[src/rtl/ddr_rlt_pkg.sv]
// Package: shared constants, pipeline tag type and latency-code decode
// for the DDR read latency timer.
// Assumes latency codes are 5 bits and CL never exceeds CL_MAX clocks.
package ddr_rlt_pkg;

    localparam int CODE_W     = 5;
    localparam int CL_W       = 6;
    localparam int CL_MAX     = 32;
    localparam int BURST_CLKS = 4;
    localparam int PIPE_DEPTH = CL_MAX + BURST_CLKS;
    localparam int IDX_W      = 3;

    // Burst-length field encodings
    typedef enum logic [1:0] {
        BLM_FIXED8 = 2'b00,
        BLM_PERRD  = 2'b01,
        BLM_FIXED4 = 2'b10,
        BLM_RSVD   = 2'b11
    } blmode_e;

    // One pipeline slot: a live read, its chop flag and its order bit
    typedef struct packed {
        logic live;
        logic chop;
        logic order;
    } rd_tag_t;

    // Latency decode result
    typedef struct packed {
        logic            ok;
        logic [CL_W-1:0] clks;
    } cl_dec_t;

    // Maps a latency code to a clock count; ok=0 for undefined codes
    function automatic cl_dec_t cl_lookup(input logic [CODE_W-1:0] code);
        cl_dec_t r;
        r.ok   = 1'b1;
        r.clks = 6'd9;
        case (code)
            5'd0:  r.clks = 6'd9;
            5'd1:  r.clks = 6'd10;
            5'd2:  r.clks = 6'd11;
            5'd3:  r.clks = 6'd12;
            5'd4:  r.clks = 6'd13;
            5'd5:  r.clks = 6'd14;
            5'd6:  r.clks = 6'd15;
            5'd7:  r.clks = 6'd16;
            5'd8:  r.clks = 6'd18;
            5'd9:  r.clks = 6'd20;
            5'd10: r.clks = 6'd22;
            5'd11: r.clks = 6'd24;
            5'd12: r.clks = 6'd23;
            5'd13: r.clks = 6'd17;
            5'd14: r.clks = 6'd19;
            5'd15: r.clks = 6'd21;
            5'd16: r.clks = 6'd25;
            5'd17: r.clks = 6'd26;
            5'd19: r.clks = 6'd28;
            5'd20: r.clks = 6'd29;
            5'd21: r.clks = 6'd30;
            5'd22: r.clks = 6'd31;
            5'd23: r.clks = 6'd32;
            default: r.ok = 1'b0;
        endcase
        return r;
    endfunction

endpackage

[src/rtl/rlt_cfg_decode.sv]
// Module: configuration decode. Turns the latency code and burst-length
// field into a clock count, a chop request for the current read and an
// error flag.
// Assumes the configuration is held stable while reads are in flight.
module rlt_cfg_decode
    import ddr_rlt_pkg::*;
(
    input  logic [CODE_W-1:0] cl_code,
    input  logic [1:0]        bl_mode,
    input  logic              rd_a12,
    output logic [CL_W-1:0]   cl_clks,
    output logic              chop_req,
    output logic              cfg_err
);

    cl_dec_t dec;
    blmode_e mode;

    // Latency lookup and burst-length field typing
    always_comb begin
        dec  = cl_lookup(cl_code);
        mode = blmode_e'(bl_mode);
    end

    // Chop selection per mode and the combined error flag
    always_comb begin
        chop_req = 1'b0;
        cfg_err  = !dec.ok;
        case (mode)
            BLM_FIXED8: chop_req = 1'b0;
            BLM_PERRD:  chop_req = !rd_a12;
            BLM_FIXED4: chop_req = 1'b1;
            default:    cfg_err  = 1'b1;
        endcase
        cl_clks = dec.clks;
    end

endmodule

[src/rtl/rlt_issue_gate.sv]
// Module: read admission. Accepts a read only when the configuration is
// legal and at least MIN_GAP edges have passed since the last accepted
// read. A refused read pulses the collision output for one cycle.
// Assumes MIN_GAP >= 4 so that a burst slot never overlaps the next one.
module rlt_issue_gate
    import ddr_rlt_pkg::*;
#(
    parameter int MIN_GAP = BURST_CLKS
) (
    input  logic    clk,
    input  logic    rst_n,
    input  logic    rd_strobe,
    input  logic    cfg_err,
    input  logic    chop_req,
    input  logic    order_in,
    output rd_tag_t new_tag,
    output logic    collision
);

    localparam int GW = $clog2(MIN_GAP + 1);

    logic [GW-1:0] gap_q;
    logic          too_close;
    logic          accept;
    logic          refuse;

    // Spacing test and the accept or refuse decision
    always_comb begin
        too_close = gap_q < GW'(MIN_GAP);
        accept    = rst_n & rd_strobe & ~cfg_err & ~too_close;
        refuse    = rst_n & rd_strobe & ~cfg_err &  too_close;
    end

    // Tag handed to the delay line; cleared when nothing is accepted
    always_comb begin
        new_tag.live  = accept;
        new_tag.chop  = accept & chop_req;
        new_tag.order = accept & order_in;
    end

    // Edge counter since the last accept and the registered collision pulse
    always_ff @(posedge clk) begin
        if (!rst_n) begin
            gap_q     <= GW'(MIN_GAP);
            collision <= 1'b0;
        end else begin
            collision <= refuse;
            if (accept)
                gap_q <= GW'(1);
            else if (too_close)
                gap_q <= gap_q + GW'(1);
        end
    end

    // Accepted reads are never closer than four edges apart
    assert_accept_spacing_R7: assert property (@(posedge clk) disable iff (!rst_n)
        accept |-> (!$past(accept) && !$past(accept, 2) && !$past(accept, 3)));

    // A collision pulse follows only a refused read
    assert_collision_source_R7: assert property (@(posedge clk) disable iff (!rst_n)
        collision |-> ($past(rd_strobe) && !$past(accept)));

endmodule

[src/rtl/rlt_delay_line.sv]
// Module: latency delay line. A plain shift register of read tags; the
// tag accepted at edge k sits in stage j after edge k+j.
// Assumes DEPTH covers the largest latency plus the burst slot.
module rlt_delay_line
    import ddr_rlt_pkg::*;
#(
    parameter int DEPTH = PIPE_DEPTH
) (
    input  logic                  clk,
    input  logic                  rst_n,
    input  rd_tag_t               in_tag,
    output rd_tag_t [DEPTH-1:0]   stages
);

    for (genvar s = 0; s < DEPTH; s++) begin : g_stage
        rd_tag_t src;

        // Select the feed of this stage
        if (s == 0) begin : g_head
            assign src = in_tag;
        end else begin : g_body
            assign src = stages[s-1];
        end

        // Advance one tag per clock
        always_ff @(posedge clk) begin
            if (!rst_n)
                stages[s] <= '0;
            else
                stages[s] <= src;
        end
    end

endmodule

[src/rtl/rlt_window_sel.sv]
// Module: window selection. Looks at the four stages that follow the
// programmed latency and drives the valid pair, beat index and order bit.
// Assumes reads are spaced so at most one of the four stages is live.
module rlt_window_sel
    import ddr_rlt_pkg::*;
#(
    parameter int DEPTH = PIPE_DEPTH
) (
    input  logic                clk,
    input  logic                rst_n,
    input  rd_tag_t [DEPTH-1:0] stages,
    input  logic [CL_W-1:0]     cl_clks,
    output logic [1:0]          beat_valid,
    output logic [IDX_W-1:0]    beat_idx,
    output logic                burst_order
);

    rd_tag_t                win [BURST_CLKS];
    logic [BURST_CLKS-1:0]  hit;

    for (genvar o = 0; o < BURST_CLKS; o++) begin : g_off
        logic [CL_W-1:0] sel;

        // Tap the stage that is o clocks past the latency point
        always_comb begin
            sel    = cl_clks + CL_W'(o);
            win[o] = stages[sel];
            hit[o] = win[o].live;
        end
    end

    // Drive the outputs from whichever tap holds a live burst
    always_comb begin
        beat_valid  = 2'b00;
        beat_idx    = '0;
        burst_order = 1'b0;
        for (int o = 0; o < BURST_CLKS; o++) begin
            if (hit[o] && (o < BURST_CLKS / 2 || !win[o].chop)) begin
                beat_valid  = 2'b11;
                beat_idx    = IDX_W'(2 * o);
                burst_order = win[o].order;
            end
        end
    end

    // Spacing keeps the window taps free of overlap
    assert_single_tap_R8: assert property (@(posedge clk) disable iff (!rst_n)
        $onehot0(hit));

endmodule

[src/rtl/ddr_rd_latency_timer.sv]
// Module: top of the DDR read latency and burst window timer. Wires the
// configuration decode, read admission, delay line and window selection.
// Assumes the configuration inputs change only while no read is in flight.
module ddr_rd_latency_timer
    import ddr_rlt_pkg::*;
#(
    parameter int MIN_GAP = BURST_CLKS,
    parameter int DEPTH   = PIPE_DEPTH
) (
    input  logic       clk,
    input  logic       rst_n,
    input  logic [4:0] cl_code,
    input  logic [1:0] bl_mode,
    input  logic       burst_type,
    input  logic       rd_strobe,
    input  logic       rd_a12,
    output logic [1:0] beat_valid,
    output logic [2:0] beat_idx,
    output logic       burst_order,
    output logic       cfg_err,
    output logic       collision
);

    logic [CL_W-1:0]     cl_clks;
    logic                chop_req;
    rd_tag_t             new_tag;
    rd_tag_t [DEPTH-1:0] stages;

    rlt_cfg_decode i_cfg (
        .cl_code  (cl_code),
        .bl_mode  (bl_mode),
        .rd_a12   (rd_a12),
        .cl_clks  (cl_clks),
        .chop_req (chop_req),
        .cfg_err  (cfg_err)
    );

    rlt_issue_gate #(.MIN_GAP(MIN_GAP)) i_gate (
        .clk       (clk),
        .rst_n     (rst_n),
        .rd_strobe (rd_strobe),
        .cfg_err   (cfg_err),
        .chop_req  (chop_req),
        .order_in  (burst_type),
        .new_tag   (new_tag),
        .collision (collision)
    );

    rlt_delay_line #(.DEPTH(DEPTH)) i_delay (
        .clk    (clk),
        .rst_n  (rst_n),
        .in_tag (new_tag),
        .stages (stages)
    );

    rlt_window_sel #(.DEPTH(DEPTH)) i_win (
        .clk         (clk),
        .rst_n       (rst_n),
        .stages      (stages),
        .cl_clks     (cl_clks),
        .beat_valid  (beat_valid),
        .beat_idx    (beat_idx),
        .burst_order (burst_order)
    );

    // A tag enters the delay line only for a read seen under legal settings
    assert_err_blocks_R6: assert property (@(posedge clk) disable iff (!rst_n)
        stages[0].live |-> $past(rd_strobe && !cfg_err));

    // Every window opens with beat index 0
    assert_window_opens_R2: assert property (@(posedge clk) disable iff (!rst_n)
        $rose(beat_valid[0]) |-> (beat_idx == 3'd0));

    // Within a window the index advances by two beats per clock
    assert_idx_steps_R2: assert property (@(posedge clk) disable iff (!rst_n)
        (beat_valid[0] && beat_idx != 3'd0) |->
            ($past(beat_valid[0]) && beat_idx == 3'($past(beat_idx) + 3'd2)));

    // Idle outputs carry no stale order bit or index
    assert_idle_clean_R5: assert property (@(posedge clk) disable iff (!rst_n)
        (beat_valid == 2'b00) |-> (burst_order == 1'b0 && beat_idx == 3'd0));

endmodule

[config.mk]
export PLATFORM = sky130hd
export DESIGN_NAME = ddr_rd_latency_timer
export DESIGN_NICKNAME = d
export VERILOG_FILES = /design/src/rtl/ddr_rlt_pkg.sv /design/src/rtl/rlt_cfg_decode.sv /design/src/rtl/rlt_issue_gate.sv /design/src/rtl/rlt_delay_line.sv /design/src/rtl/rlt_window_sel.sv /design/src/rtl/ddr_rd_latency_timer.sv
export SDC_FILE = /design/constraint.sdc
export NUM_CORES = 1
export LEC_CHECK = 0
export BUFFER_PORTS_ARGS = -buffer_cell sky130_fd_sc_hd__buf_2
export CAP_MARGIN = 20
export CORE_MARGIN = 3
export CORE_UTILIZATION = 25
export CTS_BUF_LIST = sky130_fd_sc_hd__clkbuf_2 sky130_fd_sc_hd__clkbuf_4 sky130_fd_sc_hd__clkbuf_8
export DETAILED_ROUTE_END_ITERATION = 10
export SYNTH_ARGS = -nofsm -noshare
export SYNTH_HDL_FRONTEND = slang
export SYNTH_SLANG_ARGS = --single-unit
export TNS_END_PERCENT = 1
[constraint.sdc]
create_clock -name clk -period 10.4 [get_ports clk]
set_clock_uncertainty 0.15 [all_clocks]
set_input_delay 1.56 -clock clk [delete_from_list [all_inputs] [get_ports clk]]
set_output_delay 1.56 -clock clk [all_outputs]
set_load 0.05 [all_outputs]
Word-level counts from Yosys, hierarchy flattened
Cells that the tools add are included.
W data, S select, Z words.

storage, ports and cells
  bits in read-only memories = 0
  memories kept = 0
  output and inout bits = 8
  bits in latches = 0
  logic and storage cells = 190
  memory bits (writable) = 0
  register bits after elaboration = 112

operators by class
  mux-type cells = 25
  multiply operators = 0
  add/sub/neg operators = 4
  equal/unequal tests = 24
  $lt $le $gt $ge = 5
  bitwise operators = 9
  reduce and logical (&&, ||, !) cells = 12
  div/mod/pow operators = 0
  shifts and indexed selects = 0

operator list
  cell                   number
  $pmux W6 S22           1
  $bmux W3 S6            4
  $eq A5 B4 Y1 const B   8
  $eq A5 B5 Y1 const B   7
  $lt A6 B7 Y1 const B   4
  $mux W3                8
  $reduce_or A23 Y1      1
  $eq A5 B3 Y1 const B   4
  $add A6 B2 Y6 const B  2
  $eq A5 B2 Y1 const B   2
  $mux W2                5
  $add A6 B1 Y6 const B  1
  $and A1 B1 Y1          6
  $mux W1                6
  $eq A5 B1 Y1 const B   1
  $logic_not A5 Y1       1
  $logic_not A1 Y1       4
  $add A3 B1 Y3 const B  1
  $lt A3 B3 Y1 const B   1
  $not A1 Y1             3
  $reduce_or A3 Y1       1
  $eq A2 B1 Y1 const B   1
  $eq A2 B2 Y1 const B   1
  $logic_and A1 B1 Y1    2
  4 further kinds        4

Depth between registers and ports, before layout
  word-level depth = 9
  gate-level depth with buffers = 20
  mapped depth without buffers = 14

Cells and area by module
A second synthesis with hierarchy kept.

unflattened totals
  cells, all modules = 595
  area, all modules = 6501.2 um^2

by module, submodules not included
  module          instances  cells each  area an instance (um^2)
  rlt_window_sel  1          307         3138.0
  rlt_delay_line  1          227         2911.5
  rlt_cfg_decode  1          42          262.8
  rlt_issue_gate  1          19          188.9

Worst setup path after synthesis
Ideal clock, no wire load.

  kind = in2out
  start = in cl_code[0]
  end = out burst_order
  data required time = 8690 ps
  slack = 2477 ps
  cell stages on the path = 16
  buffers on the path = 7
  arrival time = 6213 ps
  cell sequence = buf_2 -> buf_2 -> nor2_1 -> a211o_1 -> inv_2 -> buf_4 -> buf_2 -> ha_1 -> clkbuf_1 -> clkbuf_1 -> buf_1 -> mux4_2 -> a21oi_1 -> o211ai_1 -> and3_1 -> a211oi_1

between the ends
  longest elaborated chain between the ends = 9

ends and longest elaborated chain
  what                                        line                        source
  start, declared                             ddr_rd_latency_timer.sv:12  input logic [4:0] cl_code,
  $eq A5 B5 Y1, or another cell as far along  ddr_rlt_pkg.sv:39           case (code)
  $pmux W6 S22 *                              ddr_rlt_pkg.sv:39
  $add A6 B2 Y6                               rlt_window_sel.sv:26        sel = cl_clks + CL_W'(o);
  $bmux W3 S6                                 rlt_window_sel.sv:27        win[o] = stages[sel];
  $mux W3 (not written as such)               rlt_window_sel.sv:27
  $logic_not A1 Y1                            rlt_window_sel.sv:38        if (hit[o] && (o < BURST_CLKS / 2 || !win[o].chop)) begin
  $logic_and A1 B1 Y1                         rlt_window_sel.sv:38
  $mux W1                                     rlt_window_sel.sv:38
  $mux W1 *                                   rlt_window_sel.sv:38
  end, declared                               ddr_rd_latency_timer.sv:19  output logic burst_order,

Every way passes the cells marked *; elsewhere a longest branch is shown, timed or not. The select of a mux whose other input is x is not followed.

Worst setup path in the final report
Same ends and word-level chain as after synthesis.

==> metrics <==
run status=finished clean; TritonRoute pass-1 iters=7; cell with the most instances after synthesis=dfxtp_1; leak pwr=2.64 nW; final-layout fill cell count=2725; sequential share of the synthesized area=33.4%; postcts setup bufs=0; CP max FO=41; die height=170 µm; final core occ=27.3%; Resized Gates After CTS=0; DRC=0; antenna fix cells=0; vias in the first global route=4961; Final nets=723; syn nets=742; fin cells=1043; core area=26200 µm²; RSZ-0062 raised after global routing=false; CTS H-Tree Depth=3; Synth Register Bits=112; routed vias/inst=5.17; hold slack=300 ps; Synth Flop Type=dfxtp_1; mean post-synth cell area=9.29 µm²; worst skew pair latency=400 ps; grt ovf=0; TritonCTS clock tree=built; Initial Utilization=25.6%; post-place setup slack=2230 ps; CTS Buffer Depth=2; Initial DRC Count=524; Synth-to-Final Area Change=6.81%; Post-synth EDFFs=0; Worst Hold Class=flip-flop to flip-flop; synthesized area=6700 µm²; Async SR Flop Fraction=0%; critical path class=input port to output pin; Post-DRT Antenna Nets=0; fraction of layout cells with a size suffix above 1=12.6%; Gate Count Post-Synth=722; actual slew at the worst max-slew pin=1030 ps; port bufs=18; Fin Setup TNS=0 ps; pin count of the biggest net entering global routing=111; initial antenna violation count=0; DP Wirelength=12.6 mm; minimum clock period=8270 ps; gr usage total=12.5%; final hold viol count=0; cts hold-fix bufs=0; routed vias=5391; die span in x=170 µm; Post-synth top cells=dfxtp_1, and2_1, mux2i_1; # rows=59; final instance area=7160 µm²; Synth top area share=33.4%; Max Fclk=121 MHz; Critical Path End Type=output pin; startpoint type of the worst setup path=input port; clk slew on worst S/H paths=100 ps; Pwr Total=893 µW; WP data required=8690 ps; cts bufs inserted=9; VDD IR-drop max=69.6 µV; pwr dens=125 nW/µm²; Die Area=28800 µm²; Unique masters post-synth=76; final period utilization=79.6%; Worst slew margin=30.9%; I/O pins=20; top cells by area, synth=dfxtp_1, and2_1, mux4_2, mux2i_1, nand2b_1; WP data arrival=6560 ps; sink count of the clock tree=112; cell taking the most area after synthesis=dfxtp_1; final-report max-slew violation count=0; Area after DPL=6970 µm²; yosys warns=0; gpl congestion=0.920; max-cap viol count=0; DP Cell Count=1027; setup ws final=2130 ps; DRT Wirelength=17.8 mm; routed len/inst=17.0 µm; CTS root buf=clkbuf_8; final setup fails=0; first-pass GRT wire length=28.4 mm
-- final cells by class --
cell class                 instances  area (µm²)  area share [%]
timing repair buffer              23         125            1.75
clock inverter                     6        50.0           0.699
clock buffer                      10         138            1.92
multi-input combinational        539        4120            57.5
sequential                       112        2240            31.3
tap                              335         419            5.85
inverter                          18        70.1           0.979
-- worst max-delay path, stage by stage --
cell      delay, ps
buf_2           500
nor3b_1         360
a211o_1         150
buf_4           400
inv_2           400
ha_1            330
a31o_4          240
xnor2_2         520
mux4_1          410
mux4_2          500
nor2_1          110
o31a_1          220
nor2b_2          70
a211oi_1        390
buf_2           340
-- final timing paths --
check,from,to,slack (ps),cells past startpoint
hold / removal,i_delay.stages[79]$_SDFF_PN0_,i_delay.stages[82]$_SDFF_PN0_,300,1
setup / recovery,cl_code[0],burst_order,2130,15
setup reg to reg,i_gate.gap_q[0]$_SDFFE_PN0P_,i_gate.gap_q[1]$_SDFFE_PP0N_,9260,4
hold reg to reg,i_delay.stages[79]$_SDFF_PN0_,i_delay.stages[82]$_SDFF_PN0_,300,1
-- cells in the final DEF, fill, tap and decap left out, drive strengths merged, types with 4 or more instances in the layout --
cell,synthesis,routed
and2,109,109
mux2i,49,49
buf,31,23
xnor2,8,8
nor3,9,9
ha,8,8
nand3b,5,5
dfxtp,112,112
a31oi,6,6
o21a,4,4
mux4,29,29
clkbuf,22,10
and3,8,8
o22a,4,4
a22oi,4,4
nor2b,8,8
a21oi,30,30
o21ai,24,24
a311oi,8,8
nor3b,5,5
a211o,4,4
o211ai,7,7
inv,18,21
nand3,21,21
a211oi,7,7
o31ai,4,4
mux2,9,9
nand2,46,46
nand2b,36,36
nor4,4,4
nor2,28,28
o22ai,6,6
-- flip-flops by register name (all words and copies together) (netlist names) --
signal and flops:
i_delay.stages 108, i_gate.gap_q 3, i_gate.collision 1
-- logic make-up after synthesis --
logic type                 Yosys count  synth area share, %
xor gates and xnor gates             9                 1.62
AOI/OAI and AO/OA                  137                 14.2
and+or+nand+nor                    297                 25.3
other                                1               0.0559
DFF                                112                 33.4
adders and majority gates            8                 1.49
buffers and inverters               71                 5.15
muxes                               87                 18.7
-- metal layers --
| metal | GRT usage [%] | wire length, µm | vias up |
|---|---|---|---|
| met5 | 0 | 0 | - |
| met3 | 3.19 | 1380 | 37 |
| met2 | 17.9 | 7450 | 221 |
| met4 | 3.73 | 452 | 0 |
| met1 | 18.4 | 8460 | 2570 |
| li1 | - | - | 2563 |
-- power by group --
group	switching (mW)	internal (mW)	total (mW)
sequential	0.00215	0.431	0.433
clock	0.153	0.0971	0.250
combinational	0.143	0.0679	0.211
total	0.298	0.596	0.893
Note: power is estimated with default switching activity, not from simulation.
